===== src/rtl/pgr_pkg.sv =====
package pgr_pkg;
  localparam int TIDX_W       = 7;
  localparam int DIDX_W       = 6;
  localparam int LAG_W        = 4;
  localparam int PORT_W       = 4;
  localparam int NSEL         = 3;
  localparam int AGGR_BASE    = 64;
  localparam int SRC_BASE     = 80;
  localparam int IDX_CPU      = 59;
  localparam int IDX_UC_FLOOD = 60;
  localparam int IDX_MC_FLOOD = 61;

  typedef enum logic [1:0] {
    CLS_UCAST  = 2'b00,
    CLS_MCAST  = 2'b01,
    CLS_BCAST  = 2'b10,
    CLS_BCAST2 = 2'b11
  } frame_cls_e;
endpackage


===== src/rtl/pgr_rst_sync.sv =====
module pgr_rst_sync (
  input  logic clk,
  input  logic rst_n,
  output logic rst_sync_n
);
  logic [1:0] sync_q;

  always_ff @(posedge clk or negedge rst_n) begin
    if (!rst_n) sync_q <= 2'b00;
    else        sync_q <= {sync_q[0], 1'b1};
  end

  assign rst_sync_n = sync_q[1];
endmodule


===== src/rtl/pgr_flood_sel.sv =====
module pgr_flood_sel
  import pgr_pkg::*;
(
  input  logic              clk,
  input  logic              rst_n,
  input  logic              wr_en,
  input  logic [TIDX_W-1:0] wr_idx,
  input  logic [DIDX_W-1:0] wr_data,
  input  logic              hit,
  input  logic [DIDX_W-1:0] hit_idx,
  input  logic [1:0]        cls,
  output logic [DIDX_W-1:0] dst_idx,
  output logic [DIDX_W-1:0] sel_uc,
  output logic [DIDX_W-1:0] sel_mc,
  output logic [DIDX_W-1:0] sel_bc
);
  logic [NSEL-1:0][DIDX_W-1:0] sel_q;

  function automatic logic [DIDX_W-1:0] sel_rst(int s);
    if (s == 0) return DIDX_W'(IDX_UC_FLOOD);
    return DIDX_W'(IDX_MC_FLOOD);
  endfunction

  for (genvar s = 0; s < NSEL; s++) begin : g_sel
    localparam logic [DIDX_W-1:0] RST = sel_rst(s);
    logic en;
    assign en = wr_en && (wr_idx == TIDX_W'(s));
    always_ff @(posedge clk or negedge rst_n) begin
      if (!rst_n)  sel_q[s] <= RST;
      else if (en) sel_q[s] <= wr_data;
    end
  end

  assign sel_uc = sel_q[0];
  assign sel_mc = sel_q[1];
  assign sel_bc = sel_q[2];

  always_comb begin
    if (hit) begin
      dst_idx = hit_idx;
    end else begin
      case (frame_cls_e'(cls))
        CLS_UCAST: dst_idx = sel_uc;
        CLS_MCAST: dst_idx = sel_mc;
        default:   dst_idx = sel_bc;
      endcase
    end
  end
endmodule


===== src/rtl/pgr_table.sv =====
module pgr_table
  import pgr_pkg::*;
#(
  parameter int NUM_PORTS = 11,
  parameter int NRD       = 3,
  localparam int MASK_W   = NUM_PORTS + 1,
  localparam int DEPTH    = SRC_BASE + NUM_PORTS
) (
  input  logic                        clk,
  input  logic                        rst_n,
  input  logic                        wr_en,
  input  logic [TIDX_W-1:0]           wr_idx,
  input  logic [MASK_W-1:0]           wr_data,
  input  logic [NRD-1:0][TIDX_W-1:0]  rd_idx,
  output logic [NRD-1:0][MASK_W-1:0]  rd_data
);
  logic [MASK_W-1:0] ent [DEPTH];

  function automatic logic [MASK_W-1:0] ent_rst(int i);
    logic [MASK_W-1:0] all_ones;
    all_ones = '1;
    if (i < NUM_PORTS)                      return MASK_W'(1) << i;
    if (i == IDX_CPU)                       return MASK_W'(1) << NUM_PORTS;
    if (i == IDX_UC_FLOOD)                  return all_ones >> 1;
    if (i > IDX_UC_FLOOD && i < SRC_BASE)   return all_ones;
    if (i >= SRC_BASE)                      return all_ones & ~(MASK_W'(1) << (i - SRC_BASE));
    return '0;
  endfunction

  for (genvar g = 0; g < DEPTH; g++) begin : g_ent
    localparam logic [MASK_W-1:0] RST = ent_rst(g);
    logic              en;
    logic [MASK_W-1:0] q;
    assign en = wr_en && (wr_idx == TIDX_W'(g));
    always_ff @(posedge clk or negedge rst_n) begin
      if (!rst_n)  q <= RST;
      else if (en) q <= wr_data;
    end
    assign ent[g] = q;
  end

  for (genvar r = 0; r < NRD; r++) begin : g_rd
    assign rd_data[r] = (rd_idx[r] < TIDX_W'(DEPTH)) ? ent[rd_idx[r]] : '0;
  end
endmodule


===== src/rtl/pgr_mask_resolver.sv =====
module pgr_mask_resolver
  import pgr_pkg::*;
#(
  parameter int NUM_PORTS = 11,
  localparam int MASK_W   = NUM_PORTS + 1
) (
  input  logic              clk,
  input  logic              rst_n,
  input  logic              req_valid,
  input  logic              req_hit,
  input  logic [5:0]        req_dst_idx,
  input  logic [1:0]        req_class,
  input  logic [3:0]        req_lag,
  input  logic [3:0]        req_src_port,
  input  logic              cfg_we,
  input  logic              cfg_sel_reg,
  input  logic [6:0]        cfg_idx,
  input  logic [MASK_W-1:0] cfg_wdata,
  output logic              out_valid,
  output logic [MASK_W-1:0] out_mask
);
  logic rst_sync_n;

  pgr_rst_sync u_rst (
    .clk        (clk),
    .rst_n      (rst_n),
    .rst_sync_n (rst_sync_n)
  );

  // Flood selectors and destination index choice
  logic [DIDX_W-1:0] dst_idx_c;
  logic [DIDX_W-1:0] sel_uc, sel_mc, sel_bc;

  pgr_flood_sel u_flood (
    .clk     (clk),
    .rst_n   (rst_sync_n),
    .wr_en   (cfg_we && cfg_sel_reg),
    .wr_idx  (cfg_idx),
    .wr_data (cfg_wdata[DIDX_W-1:0]),
    .hit     (req_hit),
    .hit_idx (req_dst_idx),
    .cls     (req_class),
    .dst_idx (dst_idx_c),
    .sel_uc  (sel_uc),
    .sel_mc  (sel_mc),
    .sel_bc  (sel_bc)
  );

  // Stage 1: captured request
  logic              s1_valid_q, s1_valid_d;
  logic [DIDX_W-1:0] s1_didx_q,  s1_didx_d;
  logic [LAG_W-1:0]  s1_lag_q,   s1_lag_d;
  logic [PORT_W-1:0] s1_port_q,  s1_port_d;
  logic              s1_en;

  always_comb begin
    s1_valid_d = req_valid;
    s1_en      = req_valid;
    s1_didx_d  = dst_idx_c;
    s1_lag_d   = req_lag;
    s1_port_d  = req_src_port;
  end

  always_ff @(posedge clk or negedge rst_sync_n) begin
    if (!rst_sync_n) begin
      s1_valid_q <= 1'b0;
      s1_didx_q  <= '0;
      s1_lag_q   <= '0;
      s1_port_q  <= '0;
    end else begin
      s1_valid_q <= s1_valid_d;
      if (s1_en) begin
        s1_didx_q <= s1_didx_d;
        s1_lag_q  <= s1_lag_d;
        s1_port_q <= s1_port_d;
      end
    end
  end

  // Table with three read ports: destination, aggregation, source
  logic [2:0][TIDX_W-1:0] rd_idx;
  logic [2:0][MASK_W-1:0] rd_data;

  always_comb begin
    rd_idx[0] = TIDX_W'(s1_didx_q);
    rd_idx[1] = TIDX_W'(AGGR_BASE) + TIDX_W'(s1_lag_q);
    rd_idx[2] = TIDX_W'(SRC_BASE)  + TIDX_W'(s1_port_q);
  end

  pgr_table #(.NUM_PORTS(NUM_PORTS), .NRD(3)) u_tbl (
    .clk     (clk),
    .rst_n   (rst_sync_n),
    .wr_en   (cfg_we && !cfg_sel_reg),
    .wr_idx  (cfg_idx),
    .wr_data (cfg_wdata),
    .rd_idx  (rd_idx),
    .rd_data (rd_data)
  );

  // Stage 2: combine and register the result
  logic              port_ok;
  logic              out_valid_d;
  logic [MASK_W-1:0] out_mask_d;

  always_comb begin
    port_ok     = (s1_port_q < PORT_W'(NUM_PORTS));
    out_valid_d = s1_valid_q;
    out_mask_d  = '0;
    if (s1_valid_q && port_ok) out_mask_d = rd_data[0] & rd_data[1] & rd_data[2];
  end

  always_ff @(posedge clk or negedge rst_sync_n) begin
    if (!rst_sync_n) begin
      out_valid <= 1'b0;
      out_mask  <= '0;
    end else begin
      out_valid <= out_valid_d;
      out_mask  <= out_mask_d;
    end
  end
endmodule


===== config.mk =====
export PLATFORM = sky130hd
export DESIGN_NAME = pgr_mask_resolver
export DESIGN_NICKNAME = d
export VERILOG_FILES = /design/src/rtl/pgr_pkg.sv /design/src/rtl/pgr_rst_sync.sv /design/src/rtl/pgr_flood_sel.sv /design/src/rtl/pgr_table.sv /design/src/rtl/pgr_mask_resolver.sv
export SDC_FILE = /design/constraint.sdc
export NUM_CORES = 2
export LEC_CHECK = 0
export BUFFER_PORTS_ARGS = -buffer_cell sky130_fd_sc_hd__buf_2
export CORE_UTILIZATION = 63
export DETAILED_ROUTE_END_ITERATION = 16
export GPL_ROUTABILITY_DRIVEN = 0
export PLACE_DENSITY = 0.79
export SYNTH_ARGS = -nofsm -noshare
export SYNTH_HDL_FRONTEND = slang
export SYNTH_SLANG_ARGS = --single-unit

===== constraint.sdc =====
create_clock -name clk -period 46 [get_ports clk]
set_input_delay 6.9 -clock clk [delete_from_list [all_inputs] [get_ports clk]]
set_output_delay 6.9 -clock clk [all_outputs]
set_load 0.1 [all_outputs]

Word-level counts from Yosys, hierarchy flattened
Cells that the tools add are included.
Storage, ports and cells
  bits in registers: 1140
  word-level logic and storage cells: 321
  output and inout port bits: 13
  input port bits: 41
Cells by class
  bitwise gates (word level): 5
  reduce and logical (&&, ||, !) cells: 100
  add/subtract/negate cells: 2
  multiplexer cells: 15
  equality and inequality tests: 91
  $lt $le $gt $ge: 7
Operators by type and width (number)
  12-bit binary-select mux with 7-bit select: 3
  7-bit by 6-bit equality test with 1-bit output (second input constant): 32
  7-bit equality test (second input constant): 27
  12-bit two-way mux: 10
  7-bit by 5-bit equality test with 1-bit output (second input constant): 16
  1-bit logical AND: 97
  7-bit by 4-bit equality test with 1-bit output (second input constant): 8
  7-bit by 3-bit equality test with 1-bit output (second input constant): 4
  12-bit AND: 2
  8-bit greater-or-equal comparator (second input constant): 3
  7-bit inverter with 8-bit output: 2
  7-bit by 4-bit adder with 7-bit output (first input constant): 2
  7-bit by 2-bit equality test with 1-bit output (second input constant): 2
  7-bit less-than comparator (second input constant): 2
  6-bit one-hot mux with 2 select lines: 1
  6-bit inverter with 8-bit output: 1
  7-bit by 1-bit equality test with 1-bit output (second input constant): 1
  7-bit logical NOT: 1
  6-bit by 7-bit less-than comparator with 1-bit output (second input constant): 1
  6-bit two-way mux: 1
  4-bit less-than comparator (second input constant): 1
  2-bit by 1-bit equality test with 1-bit output (second input constant): 1
  2-bit logical NOT: 1
  1-bit logical NOT: 1

Depth between registers and ports, before layout
  depth after elaboration: 9
  gate-level depth with buffers: 8
  depth with buffers taken out: 5

Modules after synthesis
Synthesis repeated with hierarchy kept, for this count alone.
Second synthesis, totals
  cell total of the unflattened synthesis: 4802
  area total of the unflattened synthesis: 70647.8 um^2
Modules (own cells, without submodules)
  pgr_table: cells an instance 4654, seq. area each 27791.7 um^2, times used 1, area each 68604.5 um^2
  pgr_mask_resolver: cells an instance 75, seq. area each 700.7 um^2, times used 1, area each 1046.0 um^2
  pgr_flood_sel: cells an instance 70, seq. area each 467.9 um^2, times used 1, area each 943.4 um^2
  pgr_rst_sync: cells an instance 3, seq. area each 50.0 um^2, times used 1, area each 53.8 um^2

Worst setup path before layout
No wires, ideal clock.
  path kind: input -> register
  from: input port cfg_idx[4]
  to: register u_tbl.g_ent[43].q[10]
  required time: 45.875 ns
  stages on the path: 5
  path buffers: 2
  library setup time: 0.125 ns
  slack: 37.549 ns
  data arrival time: 8.327 ns
  path through: clkbuf_1 > or3b_2 > nor2_1 > buf_2 > mux2_2
On the way
  longest elaborated chain between the ends: 2
Ends and longest elaborated chain
  start, declared: RTL line pgr_mask_resolver.sv:17  | input logic [6:0] cfg_idx,
  7-bit by 6-bit equality test with 1-bit output: RTL line pgr_table.sv:34  | assign en = wr_en && (wr_idx == TIDX_W'(g));
  1-bit logical AND: RTL line pgr_table.sv:34
  end signal, assigned: RTL line pgr_table.sv:37  | else if (en) q <= wr_data;
  end, declared: RTL line pgr_table.sv:33  | logic [MASK_W-1:0] q;
No other way between the ends.
A chain may end at the register's enable or synchronous reset.

Final worst setup path
  from: input port cfg_idx[1]
  to: register u_tbl.g_ent[2].q[4]
On the way
  longest elaborated chain between the ends: 2
Ends and longest elaborated chain (RTL line)
  7-bit by 2-bit equality test with 1-bit output: pgr_table.sv:34
  1-bit logical AND: pgr_table.sv:34
  end signal, assigned: pgr_table.sv:37
  end, declared: pgr_table.sv:33
No other way between the ends.

==> flow_metrics.env <==
export IMPL_status="completed"
export IMPL_synth_ff_latch_count=1140
export IMPL_drv_cap=0
export IMPL_start_util=0.641
export IMPL_timing_hold_ws_ns=0.349
export IMPL_post_cts_setup_bufs=0
export IMPL_vdd_drop_max_v=0.0000376
export IMPL_grt_overflow_total=0
export IMPL_timing_critical_path_from="cfg_idx[1]"
export IMPL_synthMuxAreaShare=0.369
export IMPL_antenna_found_initial=9
export IMPL_synth_largest_type_area_fraction=0.363
export IMPL_dp_cells=4150
export IMPL_pre_cts_ws_ns=36.19
export IMPL_die_w_um=289
export IMPL_post_layout_nonfiller_instances=4368
export IMPL_final_layout_size_suffix_gt1_frac=0.593
export IMPL_postRouteAntennaNets=0
export IMPL_power_switching_share=0.232
export IMPL_main_combinational_cell_family_by_area_after_synthesis="multiplexers"
export IMPL_p_leak_nw=25.9
export IMPL_syn_nets=3351
export IMPL_end_of_the_worst_register_to_register_path="out_mask[9]$_DFF_PN0_"
export IMPL_floorplan_die_area_mm2=0.0836
export IMPL_die_height_um=289
export IMPL_crit_fanout=12
export IMPL_synth_top_cell_by_area="sky130_fd_sc_hd__dfrtp_1"
export IMPL_grt_setup_unrepaired="false"
export IMPL_finalCritPeriodShare=0.201
export IMPL_grt_pass1_wl_mm=193
export IMPL_syn_avg_cell_area_um2=15.7
export IMPL_post_detailed_placement_half_perimeter_wirelength_mm=77.2
export IMPL_yosys_area_share_simple=0.0202
export IMPL_finalSetupTns_ns=0
export IMPL_crit_end="u_tbl.g_ent[2].q[4]$_DFFE_PN0P_"
export IMPL_detailedRoute_firstPassIterationCount=6
export IMPL_worstSkewPairLatency_ns=0.68
export IMPL_synth_yosys_seq_area_share=0.558
export IMPL_timing_final_crit_period_ns=9.27
export IMPL_final_max_slew_viol_count=0
export IMPL_min_path_type="flip-flop to flip-flop"
export IMPL_clock_group_share_of_total_power=0.431
export IMPL_clock_sink_count=1140
export IMPL_maximum_achievable_frequency_ghz=0.108
export IMPL_layout_filler_cells=5073
export IMPL_multiInputGateArea_mm2=0.0214
export IMPL_cts_max_level=3
export IMPL_pin_slew_with_the_least_headroom_to_its_limit_ns=1.43
export IMPL_cp_data_required_time_ns=46.55
export IMPL_share_of_the_synthesized_area_in_compound_gates_ao_oa_aoi_oai=0.0230
export IMPL_yosys_warnings=0
export IMPL_worstPathArrival_ns=9.81
export IMPL_cts_inserted_buffers=114
export IMPL_netlist_instances=3310
export IMPL_detailedRoute_firstIterationViolations=2550
export IMPL_synth_cell_area_mm2=0.0520
export IMPL_cts_root_buf="sky130_fd_sc_hd__clkbuf_16"
export IMPL_grt_pass1_vias=31100
export IMPL_remaining_drc_errors=0
export IMPL_combinational_power_share=0.080
export IMPL_cp_start_kind="input pin"
export IMPL_layout_area_overhead_vs_synth_pct=8.63
export IMPL_via_per_inst=6.72
export IMPL_postCtsHoldBufs=0
export IMPL_gr_usage_all_layers=0.309
export IMPL_routed_wire_length_per_instance_um=28.8
export IMPL_final_nets=3247
export IMPL_yosys_area_share_adder=0
export IMPL_flop2flop_setup_slack_ns=40.96
export IMPL_part_of_the_total_power_dissipated_in_sequential_elements=0.489
export IMPL_net_switching_power_mw=0.522
export IMPL_finalWorstSetupSlack_ns=36.73
export IMPL_synthTopCellsByArea="sky130_fd_sc_hd__dfrtp_1, sky130_fd_sc_hd__mux2_2, sky130_fd_sc_hd__dfstp_2"
export IMPL_headroom_to_the_max_slew_limit=0.0456
export IMPL_regArea_mm2=0.0290
export IMPL_timing_clock_skew_ns=0.0186
export IMPL_clock_path_buffers=3
export IMPL_finalHoldViolations=0
export IMPL_timing_setup_critical_path_class="input pin to flip-flop"
export IMPL_finalSetupViolCount=0
export IMPL_route_vias_total=29400
export IMPL_totalWireLength_mm=126
export IMPL_tritoncts_clock_tree="yes"
export IMPL_core_mm2=0.0811
export IMPL_finalCoreUtilization=0.696
export IMPL_rows=104
export IMPL_grt_max_degree=187
export IMPL_async_flop_share=1.00
export IMPL_r2r_start="s1_didx_q[2]$_DFFE_PN0P_"
export IMPL_synth_area_in_xor_xnor=0
export IMPL_post_cts_resize_count=0
export IMPL_io_pins=54
export IMPL_port_buffers=53
export IMPL_power_per_cell_area_mw_per_mm2=39.9
export IMPL_power_report_internal_total_mw=1.73
export IMPL_reg2regPathDepth=8
export IMPL_yosysUniqueCellTypes=44
export IMPL_clkTransAtPathRegs_ns=0.06
export IMPL_critical_path_endpoint_type="flip-flop"
export IMPL_postSynth_topFlopCell="sky130_fd_sc_hd__dfrtp_1"
export IMPL_synth_edff_count=0
==> sequential cells by signal (all words and copies together) (netlist names) <==
name and flops:
out_valid_d 1, s1_port_q 4, u_flood.sel_mc 6, s1_didx_q 6
s1_lag_q 4, out_valid 1, u_flood.sel_uc 6, out_mask 12
u_rst.sync_q 2, u_flood.sel_bc 6, u_tbl.g_ent.q 1092
==> synth_stat cells (2+ instances only) <==
| library cell | count |
|---|---|
| sky130_fd_sc_hd__a211oi_1 | 11 |
| sky130_fd_sc_hd__a21oi_1 | 18 |
| sky130_fd_sc_hd__a22oi_1 | 120 |
| sky130_fd_sc_hd__and2_1 | 5 |
| sky130_fd_sc_hd__and2b_1 | 2 |
| sky130_fd_sc_hd__buf_1 | 20 |
| sky130_fd_sc_hd__buf_2 | 116 |
| sky130_fd_sc_hd__buf_4 | 5 |
| sky130_fd_sc_hd__buf_6 | 19 |
| sky130_fd_sc_hd__buf_8 | 2 |
| sky130_fd_sc_hd__clkbuf_1 | 159 |
| sky130_fd_sc_hd__dfrtp_1 | 754 |
| sky130_fd_sc_hd__dfstp_2 | 386 |
| sky130_fd_sc_hd__mux2_1 | 123 |
| sky130_fd_sc_hd__mux2_2 | 996 |
| sky130_fd_sc_hd__mux2i_1 | 37 |
| sky130_fd_sc_hd__mux4_2 | 275 |
| sky130_fd_sc_hd__nand2_1 | 144 |
| sky130_fd_sc_hd__nand2b_1 | 3 |
| sky130_fd_sc_hd__nand3_1 | 8 |
| sky130_fd_sc_hd__nand3b_1 | 2 |
| sky130_fd_sc_hd__nand4_1 | 2 |
| sky130_fd_sc_hd__nor2_1 | 58 |
| sky130_fd_sc_hd__nor2b_1 | 8 |
| sky130_fd_sc_hd__nor3_2 | 2 |
| sky130_fd_sc_hd__o21ai_0 | 17 |
==> layout by cell type (no fill, tap or decap), types with 3 or more instances in the layout <==
master                       count
sky130_fd_sc_hd__clkbuf_1       33
sky130_fd_sc_hd__clkbuf_8       23
sky130_fd_sc_hd__and2_1          4
sky130_fd_sc_hd__clkinvlp_4      4
sky130_fd_sc_hd__o21ai_0        17
sky130_fd_sc_hd__dfrtp_1       747
sky130_fd_sc_hd__a211oi_1       11
sky130_fd_sc_hd__mux2i_1        37
sky130_fd_sc_hd__nand2_1       144
sky130_fd_sc_hd__clkinv_2       21
sky130_fd_sc_hd__mux2_2        996
sky130_fd_sc_hd__nand2b_1        3
sky130_fd_sc_hd__dfrtp_4         4
sky130_fd_sc_hd__mux4_2        275
sky130_fd_sc_hd__dfstp_2       386
sky130_fd_sc_hd__nor2b_1         6
sky130_fd_sc_hd__buf_4          59
sky130_fd_sc_hd__nor2_1         55
sky130_fd_sc_hd__mux2_1        123
sky130_fd_sc_hd__a22oi_1       120
sky130_fd_sc_hd__nand3_1         8
sky130_fd_sc_hd__buf_2          41
sky130_fd_sc_hd__dfrtp_2         3
sky130_fd_sc_hd__clkbuf_16     119
sky130_fd_sc_hd__bufinv_16      13
sky130_fd_sc_hd__a21oi_1        18
==> per-layer routing <==
metal / routed length (um) / share of wire / vias up / GRT usage
met1: 52700 / 0.42 / 16100 / 0.442
li1: - / - / 12000 / -
met2: 59900 / 0.48 / 1033 / 0.477
met4: 3760 / 0.030 / 10 / 0.102
met5: 58 / 0.00046 / - / 0
met3: 9210 / 0.073 / 244 / 0.0663
==> power by group through the flow <==
stage,Sequential [mW],Clock (mW),Combinational [mW]
2_1_floorplan,1.11,0,0.133
3_3_place_gp,1.11,0,0.174
3_5_place_dp,1.12,0,0.181
4_1_cts,1.10,0.981,0.182
5_1_grt,1.11,1.02,0.194
6_report,1.10,0.969,0.181
==> layout make-up <==
cell class                      count  area share
Tap cell                         1060      0.0235
Clock inverter                     41     0.00977
Multi-Input combinational cell   1848       0.380
Timing Repair Buffer              101      0.0118
Antenna cell                        2   0.0000887
Sequential cell                  1140       0.514
Clock buffer                      175      0.0606
Inverter                            1   0.0000665
==> stage by stage <==
step / area (um2) / total power [mW]
after floorplan: 52000 / 1.24
after global placement: 52500 / 1.28
after detailed placement: 52500 / 1.30
after CTS: 56400 / 2.26
after global routing: 56400 / 2.32
final: 56400 / 2.25
==> logic make-up after synthesis <==
group,count (synthesis)
flip-flops,1140
buffers and inverters,322
AO/OA/AOI/OAI,171
other,1
multiplexers,1431
AND/OR/NAND/NOR,245
==> critical path, stage by stage <==
cell and delay [ns]:
sky130_fd_sc_hd__buf_2 0.22, sky130_fd_sc_hd__nor2b_1 0.40, sky130_fd_sc_hd__nand2_1 0.16, sky130_fd_sc_hd__nor2_1 0.90
sky130_fd_sc_hd__nand2_1 0.75, sky130_fd_sc_hd__mux2_2 0.48
==> worst min path at each step <==
stage                     slack (ns)  depth (start not counted)                      start                        end
after floorplan                 0.33                          0  u_rst.sync_q[0]$_DFF_PN0_  u_rst.sync_q[1]$_DFF_PN0_
final                           0.35                          0  u_rst.sync_q[0]$_DFF_PN0_  u_rst.sync_q[1]$_DFF_PN0_
after CTS                       0.35                          0  u_rst.sync_q[0]$_DFF_PN0_  u_rst.sync_q[1]$_DFF_PN0_
after global placement          0.34                          0  u_rst.sync_q[0]$_DFF_PN0_  u_rst.sync_q[1]$_DFF_PN0_
after global routing            0.36                          0  u_rst.sync_q[0]$_DFF_PN0_  u_rst.sync_q[1]$_DFF_PN0_
after detailed placement        0.34                          0  u_rst.sync_q[0]$_DFF_PN0_  u_rst.sync_q[1]$_DFF_PN0_
Note: power is estimated with default switching activity, not from simulation.
